==> config.mk <==
export PLATFORM = sky130hd
export DESIGN_NAME = dram_node_router
export DESIGN_NICKNAME = d
export VERILOG_FILES = /design/src/rtl/dnr_pkg.sv /design/src/rtl/dnr_cfg_regs.sv /design/src/rtl/dnr_window_match.sv /design/src/rtl/dnr_prio_pick.sv /design/src/rtl/dram_node_router.sv
export SDC_FILE = /design/constraint.sdc
export NUM_CORES = 1
export LEC_CHECK = 0
export CAP_MARGIN = 25
export CORE_ASPECT_RATIO = 0.75
export CORE_UTILIZATION = 28
export CTS_CLUSTER_SIZE = 30
export DETAILED_ROUTE_END_ITERATION = 16
export PLACE_DENSITY = 0.54
export SLEW_MARGIN = 20
export SYNTH_ARGS = -nofsm -noshare
export SYNTH_HDL_FRONTEND = slang
export SYNTH_SLANG_ARGS = --single-unit
==> constraint.sdc <==
create_clock -name clk -period 2.88 [get_ports clk]
set_input_delay 0.864 -clock clk [delete_from_list [all_inputs] [get_ports clk]]
set_output_delay 0.864 -clock clk [all_outputs]
set_load 0.05 [all_outputs]
==> src/rtl/dnr_pkg.sv <==
package dnr_pkg;

    localparam int RANGE_W     = 16;
    localparam int NODE_W      = 3;
    localparam int ILV_W       = 3;
    localparam int CSR_DATA_W  = 32;

    // field positions inside the configuration words
    localparam int F_REN       = 0;
    localparam int F_WEN       = 1;
    localparam int F_NODE_LSB  = 0;
    localparam int F_ILV_LSB   = 8;
    localparam int F_RANGE_LSB = 16;

    typedef struct packed {
        logic [RANGE_W-1:0] lo;
        logic [RANGE_W-1:0] hi;
        logic [ILV_W-1:0]   ilv_code;
        logic [ILV_W-1:0]   ilv_sel;
        logic [NODE_W-1:0]  node;
        logic               ren;
        logic               wen;
    } window_cfg_t;

    typedef struct packed {
        logic              legal;
        logic [ILV_W-1:0]  mask;
    } ilv_rule_t;

    // mask bit 0 guards A[12], bit 1 A[13], bit 2 A[14]
    function automatic ilv_rule_t ilv_decode(input logic [ILV_W-1:0] code);
        ilv_rule_t r;
        unique case (code)
            3'b000:  r = '{legal: 1'b1, mask: 3'b000};
            3'b001:  r = '{legal: 1'b1, mask: 3'b001};
            3'b011:  r = '{legal: 1'b1, mask: 3'b101};
            3'b111:  r = '{legal: 1'b1, mask: 3'b111};
            default: r = '{legal: 1'b0, mask: 3'b000};
        endcase
        return r;
    endfunction

endpackage

==> src/rtl/dnr_cfg_regs.sv <==
module dnr_cfg_regs
    import dnr_pkg::*;
#(
    parameter int NWIN  = 8,
    parameter int IDX_W = (NWIN > 1) ? $clog2(NWIN) : 1
) (
    input  logic                      clk,
    input  logic                      rst_n,
    input  logic                      csr_we,
    input  logic [IDX_W:0]            csr_addr,
    input  logic [CSR_DATA_W-1:0]     csr_wdata,
    output window_cfg_t [NWIN-1:0]    cfg_o
);

    window_cfg_t [NWIN-1:0] cfg_d, cfg_q;
    logic [IDX_W-1:0]       sel_win;

    assign sel_win = csr_addr[IDX_W:1];

    always_comb begin
        cfg_d = cfg_q;
        if (csr_we && (int'(sel_win) < NWIN)) begin
            if (csr_addr[0]) begin
                cfg_d[sel_win].hi      = csr_wdata[F_RANGE_LSB +: RANGE_W];
                cfg_d[sel_win].ilv_sel = csr_wdata[F_ILV_LSB +: ILV_W];
                cfg_d[sel_win].node    = csr_wdata[F_NODE_LSB +: NODE_W];
            end else begin
                cfg_d[sel_win].lo       = csr_wdata[F_RANGE_LSB +: RANGE_W];
                cfg_d[sel_win].ilv_code = csr_wdata[F_ILV_LSB +: ILV_W];
                cfg_d[sel_win].ren      = csr_wdata[F_REN];
                cfg_d[sel_win].wen      = csr_wdata[F_WEN];
            end
        end
    end

    always_ff @(posedge clk or negedge rst_n) begin
        if (!rst_n) cfg_q <= '0;
        else        cfg_q <= cfg_d;
    end

    assign cfg_o = cfg_q;

endmodule

==> src/rtl/dnr_window_match.sv <==
module dnr_window_match
    import dnr_pkg::*;
#(
    parameter int ADDR_W    = 40,
    parameter int RANGE_LSB = 24,
    parameter int ILV_LSB   = 12
) (
    input  window_cfg_t        cfg,
    input  logic [ADDR_W-1:0]  addr,
    input  logic               is_write,
    output logic               match
);

    logic [RANGE_W-1:0] a_hi;
    logic [ILV_W-1:0]   a_ilv;
    ilv_rule_t          rule;
    logic               in_range, allowed, ilv_ok;

    always_comb begin
        a_hi     = addr[RANGE_LSB +: RANGE_W];
        a_ilv    = addr[ILV_LSB +: ILV_W];
        rule     = ilv_decode(cfg.ilv_code);
        in_range = (a_hi >= cfg.lo) && (a_hi <= cfg.hi);
        allowed  = is_write ? cfg.wen : cfg.ren;
        ilv_ok   = rule.legal && (((a_ilv ^ cfg.ilv_sel) & rule.mask) == '0);
        match    = in_range && allowed && ilv_ok;
    end

endmodule

==> src/rtl/dnr_prio_pick.sv <==
module dnr_prio_pick #(
    parameter int NWIN  = 8,
    parameter int IDX_W = (NWIN > 1) ? $clog2(NWIN) : 1
) (
    input  logic [NWIN-1:0]  match,
    output logic             found,
    output logic [IDX_W-1:0] idx
);

    always_comb begin
        found = 1'b0;
        idx   = '0;
        for (int i = NWIN - 1; i >= 0; i--) begin
            if (match[i]) begin
                found = 1'b1;
                idx   = IDX_W'(i);
            end
        end
    end

endmodule

==> src/rtl/dram_node_router.sv <==
module dram_node_router
    import dnr_pkg::*;
#(
    parameter int NWIN      = 8,
    parameter int ADDR_W    = 40,
    parameter int RANGE_LSB = 24,
    parameter int ILV_LSB   = 12,
    localparam int IDX_W    = (NWIN > 1) ? $clog2(NWIN) : 1
) (
    input  logic                   clk,
    input  logic                   rst_n,
    input  logic                   csr_we,
    input  logic [IDX_W:0]         csr_addr,
    input  logic [CSR_DATA_W-1:0]  csr_wdata,
    input  logic                   req_valid,
    input  logic [ADDR_W-1:0]      req_addr,
    input  logic                   req_write,
    output logic                   rsp_valid,
    output logic                   rsp_hit,
    output logic [NODE_W-1:0]      rsp_node,
    output logic [IDX_W-1:0]       rsp_idx
);

    typedef struct packed {
        logic              valid;
        logic              hit;
        logic [NODE_W-1:0] node;
        logic [IDX_W-1:0]  idx;
    } rsp_t;

    window_cfg_t [NWIN-1:0] cfg;
    logic [NWIN-1:0]        win_match;
    logic                   any_hit;
    logic [IDX_W-1:0]       win_idx;
    rsp_t                   rsp_d, rsp_q;

    dnr_cfg_regs #(.NWIN(NWIN), .IDX_W(IDX_W)) i_regs (
        .clk       (clk),
        .rst_n     (rst_n),
        .csr_we    (csr_we),
        .csr_addr  (csr_addr),
        .csr_wdata (csr_wdata),
        .cfg_o     (cfg)
    );

    for (genvar g = 0; g < NWIN; g++) begin : g_win
        dnr_window_match #(
            .ADDR_W    (ADDR_W),
            .RANGE_LSB (RANGE_LSB),
            .ILV_LSB   (ILV_LSB)
        ) i_match (
            .cfg      (cfg[g]),
            .addr     (req_addr),
            .is_write (req_write),
            .match    (win_match[g])
        );
    end

    dnr_prio_pick #(.NWIN(NWIN), .IDX_W(IDX_W)) i_pick (
        .match (win_match),
        .found (any_hit),
        .idx   (win_idx)
    );

    always_comb begin
        rsp_d       = rsp_q;
        rsp_d.valid = req_valid;
        if (req_valid) begin
            rsp_d.hit  = any_hit;
            rsp_d.idx  = any_hit ? win_idx : '0;
            rsp_d.node = any_hit ? cfg[win_idx].node : '0;
        end
    end

    always_ff @(posedge clk or negedge rst_n) begin
        if (!rst_n) rsp_q <= '0;
        else        rsp_q <= rsp_d;
    end

    assign rsp_valid = rsp_q.valid;
    assign rsp_hit   = rsp_q.hit;
    assign rsp_node  = rsp_q.node;
    assign rsp_idx   = rsp_q.idx;

endmodule

-- Word-level counts from Yosys, hierarchy flattened
Index checks and enable logic that the tools add are counted.
- register bits after elaboration: 352
- latch bits: 0
- memory bits (writable): 0
- memory bits (read-only): 0
- output and inout bits: 8
- memories kept: 0
- add/subtract/negate cells: 0
- multiply operators: 0
- divide/modulo/power cells: 0
- order comparisons: 19
- eq/ne operators: 24
- shift-type cells: 0
- multiplexer cells: 58
- bitwise logic cells: 16
- reduce and logical (&&, ||, !) cells: 49
- operator list (operator ; count):
    $bwmux 344 ; 7
    $demux 43 s3 ; 7
    $mux 344 ; 1
    $bmux 43 s3 ; 1
    $ge 16x16->1 ; 8
    $le 16x16->1 ; 8
    $pmux 4 s4 ; 8
    $logic_not 3->1 ; 16
    $mux 43 ; 1
    $logic_and 1x1->1 ; 33
    $mux 3 ; 10
    $mux 27 ; 1
    $and 3x3->3 ; 8
    $eq 3x1->1 const B ; 8
    $eq 3x2->1 const B ; 8
    $eq 3x3->1 const B ; 8
    $xor 3x3->3 ; 8
    $mux 1 ; 17
    $mux 11 ; 1
    $mux 5 ; 2
    $lt 3x4->1 const B ; 2
    $mux 8 ; 1
    $ge 3x1->1 const B ; 1
    $mux 2 ; 1

-- Depth between registers and ports, before layout
- depth after elaboration: 17
- depth in mapped cells: 13

-- Cells and area by module
From an unflattened synthesis, not the netlist that was laid out.
- cell total of the unflattened synthesis: 1779
- area total of the unflattened synthesis: 20483.4 sq um
- by module, submodules not included (module ; instances ; cells each ; area each (sq um) ; sequential area each (sq um)):
    dnr_cfg_regs ; 1 ; 765 ; 12883.6 ; 8608.3
    dnr_window_match ; 8 ; 119 ; 874.6 ; 0.0
    dram_node_router ; 1 ; 49 ; 523.0 ; 200.2
    dnr_prio_pick ; 1 ; 13 ; 80.1 ; 0.0

-- Worst setup path before layout
Ideal clock, no wire load.
- kind: input-to-reg
- from: input port req_addr[24]
- to: register rsp_q, in the netlist rsp_node[0]
- arrival time: 3216 ps
- data required time: 2739 ps
- slack: -478 ps
- cell stages on the path: 13
- buffers on the path: 1
- path through: inv_1 > ha_1 > nand2b_1 > a2111o_1 > o2111ai_1 > a31oi_2 > o211ai_1 > a21oi_1 > o22a_1 > buf_6 > mux2_1 > o22ai_1 > o221ai_1
- word-level cells in the longest chain between the ends: 15
- RTL lines (element ; line ; RTL):
    start, declared ; dram_node_router.sv:16 ; input logic [ADDR_W-1:0] req_addr,
    $ge 16x16->1 or $le 16x16->1 (tied branches) ; dnr_window_match.sv:23 ; in_range = (a_hi >= cfg.lo) && (a_hi <= cfg.hi);
    $logic_and 1x1->1 ; dnr_window_match.sv:23 ;
    $logic_and 1x1->1 (2 in series) ; dnr_window_match.sv:26 ; match = in_range && allowed && ilv_ok;
    $mux 3 (8 in series) ; dnr_prio_pick.sv:14 ; if (match[i]) begin
    $bmux 43 s3 ; dram_node_router.sv:71 ; rsp_d.node = any_hit ? cfg[win_idx].node : '0;
    $mux 5 (not written as such) ; dram_node_router.sv:71 ;
    $mux 3 * ; dram_node_router.sv:71 ;
    end signal, assigned ; dram_node_router.sv:77 ; else rsp_q <= rsp_d;
    end, declared ; dram_node_router.sv:35 ; rsp_t rsp_d, rsp_q;
Every way passes the cells marked *; elsewhere a longest branch is shown, timed or not. The select of a mux whose other input is x is not followed.
A chain may end at the register's enable or synchronous reset.

-- Worst setup path after layout
- from: input port req_addr[34]
- to: register rsp_q, in the netlist rsp_node[1]
Same word-level chain as after synthesis.

==> reports/metrics.csv <==
metric,value,unit
status,"finished, violations left",
failing checks,negative setup slack,
"Arr. time, crit path",3.60,ns
critical path buffer and inverter count,4,
"commonest cells after routing, fill and taps aside","dfrtp_1, inv_1, nand2_1",
antenna violations before repair,0,
Slew headroom,42.00,%
max incr delay on CP,0.38,ns
Critical R2R Launch,i_regs.cfg_o[290],
"commonest non-fill, non-tap cell in the layout",dfrtp_1,
die footprint,0.07204,mm²
clock buffer depth,3,
crit path cell chain,buf_8 -> buf_8 -> ha_1 -> nand4_1 -> nor4_4 -> buf_4 -> nor2_1 -> nor4_4 -> o21bai_4 -> nand2b_4 -> buf_6 -> o21ai_1 -> a221o_1 -> o311ai_2,
Synth Cell Area,0.01987,mm²
Die Y-Extent,232.7,µm
startpoint types,input port,
Final HPWL DP,42.00,mm
Final Setup Violations,7,
# nets final,2542,
Fin. Hold Viols,0,
Synth Warn #,0,
worst-skew pair later-pin latency,0.57,ns
register area share after synthesis,44.33,%
routed vias,15360,
Leak Pwr,12.04,nW
Switching Share,32.33,%
post-synthesis register bit count,352,
total CTS buffers,40,
Achievable Freq,0.3195,GHz
"CTS clk-pin slew, worst paths",0.06,ns
"Req. time, crit path",3.35,ns
crit share post-route,108.7,%
TritonCTS clock tree,yes,
Top Family by Delay on Critical Path,simple AND/OR/NAND/NOR gates,
Crit-path slowest cell,nor4_4,
"Async S/R FF share, synth",100.0,%
Psw,0.005798,W
CTS Hold Buffers Added,0,
post-synth top area share,44.33,%
largest net degree at the start of global routing,58,
final WL,59.29,mm
Comb pwr share,34.1,%
reg2reg path depth,13,
Post-synth top flop,dfrtp_1,
starting density of the core,28.34,%
FP Rows,84,
gr ovfl total,0,
Post-synth EDFFs,0,
Max VDD drop,335.5,µV
final core occ,38.38,%
CTS H-tree depth,2,
worst slew pin tran,0.8673,ns
# diodes,0,
num ports,89,
critical path type,in -> reg,
CTS Root Buffer Type,clkbuf_16,
mean post-synth cell area,10.26,µm²
vias per cell,4.826,
ANT nets after route,0,
core box area,0.07010,mm²
"reg-to-reg slack, setup",-0.15,ns
final slew viol count,0,
clock power share,28.9,%
wire per inst,18.63,µm
GPL Wtd Cong,0.8825,
Seq pwr share,37.0,%
PortBufs,57,
die width,309.6,µm
Post-Syn Nets,2274,
"area leader, netlist",dfrtp_1,
DRC viols,0,
Critical R2R Capture,rsp_node[1],
Crit. End Element,register,
Gate Count Post-Synth,1937,
# clock sinks,352,
Pwr per Cell Area,666.5,mW/mm²
drt pass-1 iters,5,
layout cells sized above 1,32.38,%
initial DRC count,1005,
"Max FO, Critical Path",6,
vias in the first global route,16220,
Pint,0.01214,W
Layout area overhead,35.42,%
"top cells by area, synth","dfrtp_1, ha_1, mux2_2",
clk_skew,0.02085,ns
Tot GR Track Use,16.73,%
RSZ-0062 raised after global routing,true,
global-route wire length before repair,92.84,mm
Netlist cell types,54,
worst min-delay path category,in -> async,
Max Cap Viol,0,
Fin Hold WS,0.2512,ns
Setup WS post-layout,-0.2498,ns
fin crit period,3.130,ns
-- through the flow --
stage	std cells	setup TNS (ns)	area, µm²	total power [W]	setup slack (ns)
after floorplan	1937	-1.607	19900	0.009734	-0.3847
after global placement	3075	-10.62	23380	0.01153	-1.684
after detailed placement	3075	-10.94	23380	0.01179	-1.753
after CTS	3181	-0.9781	26430	0.01775	-0.2508
after global routing	3182	-1.672	26910	0.01909	-0.3081
final	3182	-1.097	26910	0.01793	-0.2498
-- logic make-up after synthesis --
group                    share of synthesized area (%)
AND/OR/NAND/NOR                                  8.287
adder cells (fa/ha/maj)                          16.12
XOR/XNOR                                         1.058
multiplexers                                     11.61
AO/OA/AOI/OAI                                    12.21
buffers and inverters                            6.385
flip-flops                                       44.33
-- area by class of cell --
type	instances	area [µm²]
Sequential cell	352	8808
Clock buffer	60	1179
Multi-Input combinational cell	1252	11520
Timing Repair Buffer	301	3107
Fill cell	6784	43200
Inverter	258	977.2
Clock inverter	13	135.1
Tap cell	946	1184
-- Yosys cell counts, types with 12 or more instances --
library cell	n
xnor2_1	16
inv_1	258
dfrtp_1	352
clkbuf_1	64
a21oi_1	79
nor2b_1	14
o21ai_0	185
nor2_1	30
mux2_2	192
nand2_1	212
nand3_1	20
a21o_1	30
a211oi_1	14
nand4_1	36
ha_1	256
o211ai_1	16
a221o_1	12
-- layer usage --
metal	vias to the layer above	global-route usage, %	wire (µm)
li1	7274	-	-
met1	7677	24.20	29400
met4	0	5.229	1270
met5	-	0	0
met2	323	25.59	26070
met3	83	2.314	2553
-- what timing repair did --
item	in CTS	in global routing
gates cloned	2	0
endpoints found under the setup margin	7	7
buffers inserted	36	16
pin swaps	110	86
resized for setup	301	112
-- flip-flops by register name, indices dropped and copies added (netlist names) --
| register | count |
|---|---|
| rsp_valid | 1 |
| rsp_hit | 1 |
| rsp_node | 3 |
| rsp_idx | 3 |
| i_regs.cfg_o | 344 |
-- power by group through the flow --
stage | sequential, W | combinational (W) | clock (W)
detailed placement | 0.00671 | 0.00508 | 0
global route | 0.00678 | 0.00679 | 0.00553
floorplan | 0.00668 | 0.00305 | 0
global placement | 0.00666 | 0.00488 | 0
finish | 0.00664 | 0.00612 | 0.00517
CTS | 0.00663 | 0.00581 | 0.00531
-- how the worst max path moves through the flow --
stage | from | endpoint | slack [ns] | depth (start not counted)
CTS | req_addr[31] | rsp_node[2] | -0.25 | 15
detailed placement | req_addr[33] | rsp_node[2] | -1.75 | 15
floorplan | req_addr[24] | rsp_node[0] | -0.38 | 11
global route | req_addr[24] | rsp_node[2] | -0.31 | 16
finish | req_addr[34] | rsp_node[1] | -0.25 | 14
global placement | req_addr[29] | rsp_node[0] | -1.68 | 15
(Power assumes the default switching activity.)
